[config.mk]
export PLATFORM = sky130hd
export DESIGN_NAME = pagewalk_unit
export DESIGN_NICKNAME = d
export VERILOG_FILES = /design/src/rtl/pagewalk_pkg.sv /design/src/rtl/pagewalk_basebank.sv /design/src/rtl/pagewalk_ctrl.sv /design/src/rtl/pagewalk_dpath.sv /design/src/rtl/pagewalk_unit.sv
export SDC_FILE = /design/constraint.sdc
export NUM_CORES = 1
export LEC_CHECK = 0
export BUFFER_PORTS_ARGS = -buffer_cell sky130_fd_sc_hd__buf_2
export CORE_MARGIN = 3
export CORE_UTILIZATION = 53
export DETAILED_ROUTE_END_ITERATION = 10
export GPL_ROUTABILITY_DRIVEN = 0
export PLACE_DENSITY = 0.85
export REMOVE_ABC_BUFFERS = 1
export SLEW_MARGIN = 15
export SYNTH_ARGS = -nofsm -noshare
export SYNTH_HDL_FRONTEND = slang
export SYNTH_SLANG_ARGS = --single-unit
export TNS_END_PERCENT = 50
[constraint.sdc]
create_clock -name clk -period 1.9 [get_ports clk]
set_input_delay 0.19 -clock clk [delete_from_list [all_inputs] [get_ports clk]]
set_output_delay 0.19 -clock clk [all_outputs]
set_load 0.03 [all_outputs]
[src/rtl/pagewalk_pkg.sv]
package pagewalk_pkg;

  localparam int unsigned PW_AW      = 32;
  localparam int unsigned PW_PAGE_W  = 12;
  localparam int unsigned PW_L2IDX_W = 8;
  localparam int unsigned PW_DESC_LG = 2;
  localparam int unsigned PW_L1IDX_W = PW_AW - PW_PAGE_W - PW_L2IDX_W;
  localparam int unsigned PW_L1_ALN  = PW_L1IDX_W + PW_DESC_LG;
  localparam int unsigned PW_L2_ALN  = PW_L2IDX_W + PW_DESC_LG;

  typedef logic [PW_AW-1:0] pw_addr_t;

  typedef enum logic [2:0] {
    WS_IDLE,
    WS_L1_REQ,
    WS_L1_WAIT,
    WS_L2_REQ,
    WS_L2_WAIT,
    WS_DONE,
    WS_FAULT
  } walk_state_e;

  function automatic pw_addr_t l1_entry_addr(input pw_addr_t base, input pw_addr_t va);
    return {base[PW_AW-1:PW_L1_ALN], va[PW_AW-1:PW_AW-PW_L1IDX_W], {PW_DESC_LG{1'b0}}};
  endfunction

  function automatic pw_addr_t l2_entry_addr(input pw_addr_t d1, input pw_addr_t va);
    return {d1[PW_AW-1:PW_L2_ALN], va[PW_PAGE_W+PW_L2IDX_W-1:PW_PAGE_W], {PW_DESC_LG{1'b0}}};
  endfunction

  function automatic pw_addr_t page_phys(input pw_addr_t d2, input pw_addr_t va);
    return {d2[PW_AW-1:PW_PAGE_W], va[PW_PAGE_W-1:0]};
  endfunction

  function automatic logic entry_ok(input pw_addr_t d);
    return d[1:0] != 2'b00;
  endfunction

endpackage

[src/rtl/pagewalk_basebank.sv]
module pagewalk_basebank
  import pagewalk_pkg::*;
#(
  parameter int unsigned NUM_BASE = 2,
  localparam int unsigned SEL_W = (NUM_BASE > 1) ? $clog2(NUM_BASE) : 1
) (
  input  logic             clk,
  input  logic             rst_n,
  input  logic             wr_en,
  input  logic [SEL_W-1:0] wr_sel,
  input  pw_addr_t         wr_data,
  input  logic [SEL_W-1:0] rd_sel,
  output pw_addr_t         rd_base
);

  pw_addr_t base_q [NUM_BASE];

  for (genvar g = 0; g < NUM_BASE; g++) begin : g_base
    always_ff @(posedge clk or negedge rst_n) begin
      if (!rst_n) begin
        base_q[g] <= '0;
      end else if (wr_en && (wr_sel == SEL_W'(g))) begin
        base_q[g] <= wr_data;
      end
    end
  end

  always_comb begin
    rd_base = base_q[0];
    for (int i = 0; i < NUM_BASE; i++) begin
      if (rd_sel == SEL_W'(i)) rd_base = base_q[i];
    end
  end

endmodule

[src/rtl/pagewalk_ctrl.sv]
module pagewalk_ctrl
  import pagewalk_pkg::*;
(
  input  logic     clk,
  input  logic     rst_n,
  input  logic     req_valid,
  output logic     req_ready,
  input  logic     mem_gnt,
  input  logic     mem_rvalid,
  input  pw_addr_t mem_rdata,
  output logic     mem_req,
  output logic     phase_l2,
  input  logic     rsp_ready,
  output logic     rsp_valid,
  output logic     rsp_fault,
  output logic     rsp_fault_lvl,
  output logic     walk_start,
  output logic     l1_take,
  output logic     l2_take,
  output logic     fault_take
);

  walk_state_e state_q, state_d;
  logic        lvl_q, lvl_d;
  logic        data_ok;

  assign data_ok = entry_ok(mem_rdata);

  always_comb begin
    state_d    = state_q;
    lvl_d      = lvl_q;
    walk_start = 1'b0;
    l1_take    = 1'b0;
    l2_take    = 1'b0;
    fault_take = 1'b0;
    unique case (state_q)
      WS_IDLE: begin
        if (req_valid) begin
          walk_start = 1'b1;
          state_d    = WS_L1_REQ;
        end
      end
      WS_L1_REQ: if (mem_gnt) state_d = WS_L1_WAIT;
      WS_L1_WAIT: begin
        if (mem_rvalid) begin
          if (data_ok) begin
            l1_take = 1'b1;
            state_d = WS_L2_REQ;
          end else begin
            fault_take = 1'b1;
            lvl_d      = 1'b0;
            state_d    = WS_FAULT;
          end
        end
      end
      WS_L2_REQ: if (mem_gnt) state_d = WS_L2_WAIT;
      WS_L2_WAIT: begin
        if (mem_rvalid) begin
          if (data_ok) begin
            l2_take = 1'b1;
            state_d = WS_DONE;
          end else begin
            fault_take = 1'b1;
            lvl_d      = 1'b1;
            state_d    = WS_FAULT;
          end
        end
      end
      WS_DONE, WS_FAULT: if (rsp_ready) state_d = WS_IDLE;
      default: state_d = WS_IDLE;
    endcase
  end

  always_ff @(posedge clk or negedge rst_n) begin
    if (!rst_n) begin
      state_q <= WS_IDLE;
      lvl_q   <= 1'b0;
    end else begin
      state_q <= state_d;
      lvl_q   <= lvl_d;
    end
  end

  assign req_ready     = (state_q == WS_IDLE);
  assign mem_req       = (state_q == WS_L1_REQ) || (state_q == WS_L2_REQ);
  assign phase_l2      = (state_q == WS_L2_REQ);
  assign rsp_valid     = (state_q == WS_DONE) || (state_q == WS_FAULT);
  assign rsp_fault     = (state_q == WS_FAULT);
  assign rsp_fault_lvl = (state_q == WS_FAULT) && lvl_q;

endmodule

[src/rtl/pagewalk_dpath.sv]
module pagewalk_dpath
  import pagewalk_pkg::*;
(
  input  logic     clk,
  input  logic     rst_n,
  input  logic     walk_start,
  input  logic     l1_take,
  input  logic     l2_take,
  input  logic     phase_l2,
  input  logic     fault_out,
  input  pw_addr_t sel_base,
  input  pw_addr_t req_vaddr,
  input  pw_addr_t mem_rdata,
  output pw_addr_t mem_rd_addr,
  output pw_addr_t rsp_paddr,
  output pw_addr_t cur_va
);

  pw_addr_t va_q, base_q, d1_q, pa_q;

  always_ff @(posedge clk or negedge rst_n) begin
    if (!rst_n) begin
      va_q   <= '0;
      base_q <= '0;
      d1_q   <= '0;
      pa_q   <= '0;
    end else begin
      if (walk_start) begin
        va_q   <= req_vaddr;
        base_q <= sel_base;
      end
      if (l1_take) d1_q <= mem_rdata;
      if (l2_take) pa_q <= page_phys(mem_rdata, va_q);
    end
  end

  assign mem_rd_addr = phase_l2 ? l2_entry_addr(d1_q, va_q) : l1_entry_addr(base_q, va_q);
  assign rsp_paddr   = fault_out ? '0 : pa_q;
  assign cur_va      = va_q;

endmodule

[src/rtl/pagewalk_unit.sv]
module pagewalk_unit
  import pagewalk_pkg::*;
#(
  parameter int unsigned NUM_BASE = 2,
  localparam int unsigned SEL_W = (NUM_BASE > 1) ? $clog2(NUM_BASE) : 1
) (
  input  logic             clk,
  input  logic             rst_n,
  input  logic             base_wr_en,
  input  logic [SEL_W-1:0] base_wr_sel,
  input  logic [31:0]      base_wr_data,
  input  logic             req_valid,
  output logic             req_ready,
  input  logic [SEL_W-1:0] req_space,
  input  logic [31:0]      req_vaddr,
  output logic             rsp_valid,
  input  logic             rsp_ready,
  output logic             rsp_fault,
  output logic             rsp_fault_lvl,
  output logic [31:0]      rsp_paddr,
  output logic             mem_req,
  input  logic             mem_gnt,
  output logic [31:0]      mem_rd_addr,
  input  logic             mem_rvalid,
  input  logic [31:0]      mem_rdata
);

  pw_addr_t sel_base;
  pw_addr_t cur_va;
  logic     phase_l2;
  logic     walk_start;
  logic     l1_take;
  logic     l2_take;
  logic     fault_take;

  pagewalk_basebank #(.NUM_BASE(NUM_BASE)) u_bank (
    .clk     (clk),
    .rst_n   (rst_n),
    .wr_en   (base_wr_en),
    .wr_sel  (base_wr_sel),
    .wr_data (base_wr_data),
    .rd_sel  (req_space),
    .rd_base (sel_base)
  );

  pagewalk_ctrl u_ctrl (
    .clk           (clk),
    .rst_n         (rst_n),
    .req_valid     (req_valid),
    .req_ready     (req_ready),
    .mem_gnt       (mem_gnt),
    .mem_rvalid    (mem_rvalid),
    .mem_rdata     (mem_rdata),
    .mem_req       (mem_req),
    .phase_l2      (phase_l2),
    .rsp_ready     (rsp_ready),
    .rsp_valid     (rsp_valid),
    .rsp_fault     (rsp_fault),
    .rsp_fault_lvl (rsp_fault_lvl),
    .walk_start    (walk_start),
    .l1_take       (l1_take),
    .l2_take       (l2_take),
    .fault_take    (fault_take)
  );

  pagewalk_dpath u_dpath (
    .clk         (clk),
    .rst_n       (rst_n),
    .walk_start  (walk_start),
    .l1_take     (l1_take),
    .l2_take     (l2_take),
    .phase_l2    (phase_l2),
    .fault_out   (rsp_fault),
    .sel_base    (sel_base),
    .req_vaddr   (req_vaddr),
    .mem_rdata   (mem_rdata),
    .mem_rd_addr (mem_rd_addr),
    .rsp_paddr   (rsp_paddr),
    .cur_va      (cur_va)
  );

endmodule

==> flow_metrics.py <==
metrics = {
    "run_status": {
        "outcome": "complete, but fails checks",
        "failed_checks": "setup timing",
    },
    "sta": {
        "setup_viol": 30,
        "post-route-min-period_ns": 1.977,
        "rsz0062_at_grt": "yes",
        "fin_crit_sh_pct": 104.1,
        "whs_ns": 0.01352,
        "finClkSkew_ns": 0.009947,
        "finalHoldViolCount": 0,
        "fmaxAchievable_ghz": 0.5057,
        "report.final.slew_viol_count": 0,
        "slew_headroom_pct": 60.21,
        "tightest_slew_ns": 0.5969,
        "fin_ws_ns": -0.07750,
    },
    "worst_hold_path": {
        "worstHoldPathCells": 2,
        "hp-start": "req_vaddr[18]",
        "hold_path.class": "in2reg",
        "holdPathEnd": "u_dpath.cur_va[18]$_DFFE_PN0P_",
    },
    "worst_setup_path": {
        "cp_slowest_cell": "dfrtp_1",
        "end_kind": "primary output",
        "startpoint": "u_ctrl.state_q[2]$_DFFE_PN0P_",
        "r2r_slack_ns": 0.05,
        "worst-r2r-cell-count": 5,
        "setup.worst_path.start_class": "register",
        "crit_path_max_incr_delay_ns": 0.39,
        "crit_required_ns": 1.71,
        "critPathKind": "reg2out",
        "path_max_fanout": 7,
        "rr_startpoint": "u_ctrl.state_q[0]$_DFFE_PN0P_",
        "crit_top_cell": "buf_6",
        "arrival_ns": 1.79,
        "path_cells": "nand3b_1 -> buf_6 -> buf_16 -> mux2_4 -> buf_6",
        "reg2reg_to": "u_dpath.cur_va[13]$_DFFE_PN0P_",
    },
    "detailed_routing": {
        "avgViaCountPerCell": 5.481,
        "totalWireLength_um": 16160,
        "num_vias": 4374,
        "drc": 0,
        "drt-pass1-iter-count": 4,
        "drtIter0Drc": 297,
        "ant_nets": 0,
        "routedWlPerCell_um": 20.25,
    },
    "floorplanning": {
        "die_w_um": 116.4,
        "io_pins": 174,
        "initial_core_util_pct": 55.34,
        "fp.dieH_um": 116.4,
        "rows": 39,
        "dieArea_mm2": 0.01354,
        "core_area_mm2": 0.01166,
    },
    "yosys": {
        "postSynthCellCount": 451,
        "synthDistinctLibCells": 36,
        "synthXorXnorAreaFrac_pct": 0,
        "synth_edf_count": 0,
        "ys_seq_area_share_pct": 55.84,
        "yosys.area_share.adder_pct": 0.1551,
        "yosys.area_share.simple_pct": 6.534,
        "avgSynthCellArea_um2": 14.31,
        "synth_top_family_by_area": "multiplexers",
        "synth_compound_area_share_pct": 3.102,
        "synthFlopType": "dfrtp_1",
        "yosysTopAreaCellShare_pct": 55.84,
        "synth_area_leaders": "dfrtp_1 56%, mux2_2 18%, mux2_4 7.0%",
        "netlist_area_mm2": 0.006454,
        "async_flop_share_pct": 100.0,
        "ys_warn_count": 0,
        "synth_area_leader_cell": "dfrtp_1",
        "synth-seq-cells": 144,
        "muxShareOfSynthArea_pct": 31.23,
    },
    "final_layout": {
        "antenna_cells": 0,
        "area_growth_pct": 35.05,
        "layoutNonFillerInstCount": 798,
        "nets": 747,
        "drive_gt1_share_pct": 55.42,
    },
    "power": {
        "leakagePower_nw": 4.125,
        "ir_worst_vdd_v": 0.0009229,
        "power.total_mw": 15.92,
        "powerDensity_mw_per_mm2": 1827,
    },
    "clock_network": {
        "cts_max_level": 4,
        "path_clk_slew_ns": 0.06,
        "cts_buffers": 17,
        "clk_latency_ns": 0.42,
        "tritoncts": "done",
        "cts_root_buf": "clkbuf_16",
        "cts.sinks": 144,
        "cts_buffer_depth": 2,
    },
    "global_route": {
        "grt_max_degree": 52,
        "antenna_found_initial": 0,
        "grt_usage_pct": 24.12,
        "grt_pass1_wl_um": 24570,
        "first_global_vias": 4735,
        "overflow": 0,
    },
    "placement": {
        "dp_hpwl_um": 9706,
        "io_buffers": 149,
        "dp_cells": 733,
    },
    "flow_run": {
        "cap_viol_max_count": 0,
    },
}
Yosys cell counts (3+ instances only):
library cell,count
mux2_2,103
nor2_1,20
nor2b_1,3
a21oi_1,21
dfrtp_1,144
mux2i_1,18
and2_1,32
buf_4,5
buf_6,6
mux2_4,30
buf_2,15
mux2_1,20
clkbuf_1,4
timing repair:
item	4_1_cts	5_1_grt
setup buffers	9	5
gates cloned	2	1
pin swaps	1	3
hold buffers	15	2
setup endpoints to repair	62	96
resized for setup	71	42
hold endpoints to repair	56	2
kinds of logic (layout without fill, tap and decap cells):
logic type | count (synthesis) | in the layout
adder cells (fa/ha/maj) | 1 | 1
buffers and inverters | 31 | 234
AO/OA/AOI/OAI | 33 | 33
multiplexers | 171 | 171
flip-flops | 144 | 144
AND/OR/NAND/NOR | 70 | 70
other | 1 | 2
registers in the layout, summed over array words and instances, names as in the netlist:
| signal | count |
|---|---|
| u_bank.base_q | 36 |
| u_ctrl.lvl_q | 1 |
| u_dpath.d1_q | 22 |
| u_dpath.base_q | 18 |
| u_dpath.cur_va | 32 |
| u_ctrl.state_q | 3 |
| u_dpath.pa_q | 32 |
worst max-delay path by stage:
| stage | endpoint | slack [ns] | depth (start not counted) |
|---|---|---|---|
| 6_report | mem_rd_addr[19] | -0.08 | 5 |
| 5_1_grt | mem_rd_addr[13] | -0.12 | 5 |
| 4_1_cts | mem_rd_addr[23] | -0.09 | 5 |
| 3_5_place_dp | u_dpath.d1_q[16]$_DFFE_PN0P_ | 0.15 | 4 |
| 3_3_place_gp | u_dpath.d1_q[10]$_DFFE_PN0P_ | 0.20 | 4 |
| 2_1_floorplan | u_dpath.cur_va[0]$_DFFE_PN0P_ | -1.17 | 2 |
routing by layer:
metal	share of wire, %	GRT usage, %
met5	0	0
met4	2.8	8.971
met3	4.2	6.062
met2	54	42.52
met1	39	28.46
cell type report:
| class | count | area [um^2] |
|---|---|---|
| clock buffers | 19 | 442.9 |
| clock inverters | 13 | 161.4 |
| fillers | 712 | 2947 |
| inverters | 1 | 3.754 |
| multi-input cells | 277 | 2738 |
| flip-flops and latches | 144 | 3606 |
| well taps | 143 | 178.9 |
| repair buffers | 201 | 1585 |
report_power, final:
group          switching (mW)  leakage (nW)  internal [mW]
sequential              0.710          1.69           4.35
combinational            3.78          2.15           3.67
clock                    1.31         0.286           2.10
metrics by stage:
step / instance area [um^2] / util [%] / setup TNS [ns] / setup slack, ns
2_1_floorplan: 6262 / - / -80.90 / -1.170
3_3_place_gp: 7415 / 63.58 / 0 / 0.1978
3_5_place_dp: 7415 / 63.58 / 0 / 0.1470
4_1_cts: 8506 / 72.93 / -1.676 / -0.08765
5_1_grt: 8716 / 74.73 / -3.451 / -0.1208
6_report: 8716 / 74.73 / -1.859 / -0.07750
worst max-delay path: cells and delay by family (launching register included):
| family | cells | cell delay, ns |
|---|---|---|
| buf+inv | 3 | 0.46 |
| flops | 1 | 0.39 |
| mux | 1 | 0.31 |
| simple gates | 1 | 0.21 |
layout by cell type (no fill, tap or decap), types with 2 or more instances in the layout:
cell / Yosys / layout
mux2_1: 20 / 20
clkinvlp_4: 0 / 4
o21a_1: 2 / 2
mux2_4: 30 / 45
bufinv_16: 0 / 3
mux2_2: 103 / 88
inv_6: 0 / 2
mux2i_1: 18 / 18
and2_1: 32 / 29
nor3_1: 2 / 2
nor2b_4: 1 / 2
a31oi_1: 2 / 2
buf_16: 0 / 2
dlygate4sd3_1: 0 / 17
clkinv_2: 0 / 3
o21ai_0: 2 / 2
dfrtp_2: 0 / 2
buf_6: 6 / 43
buf_12: 0 / 7
dfrtp_1: 144 / 142
o31ai_1: 2 / 2
and2_4: 0 / 3
a21oi_1: 21 / 21
buf_2: 15 / 112
nor2_1: 20 / 20
conb_1: 1 / 2
clkbuf_16: 0 / 18
nand3b_1: 2 / 2
buf_4: 5 / 18
No activity file was read; power rests on OpenSTA's default activity.
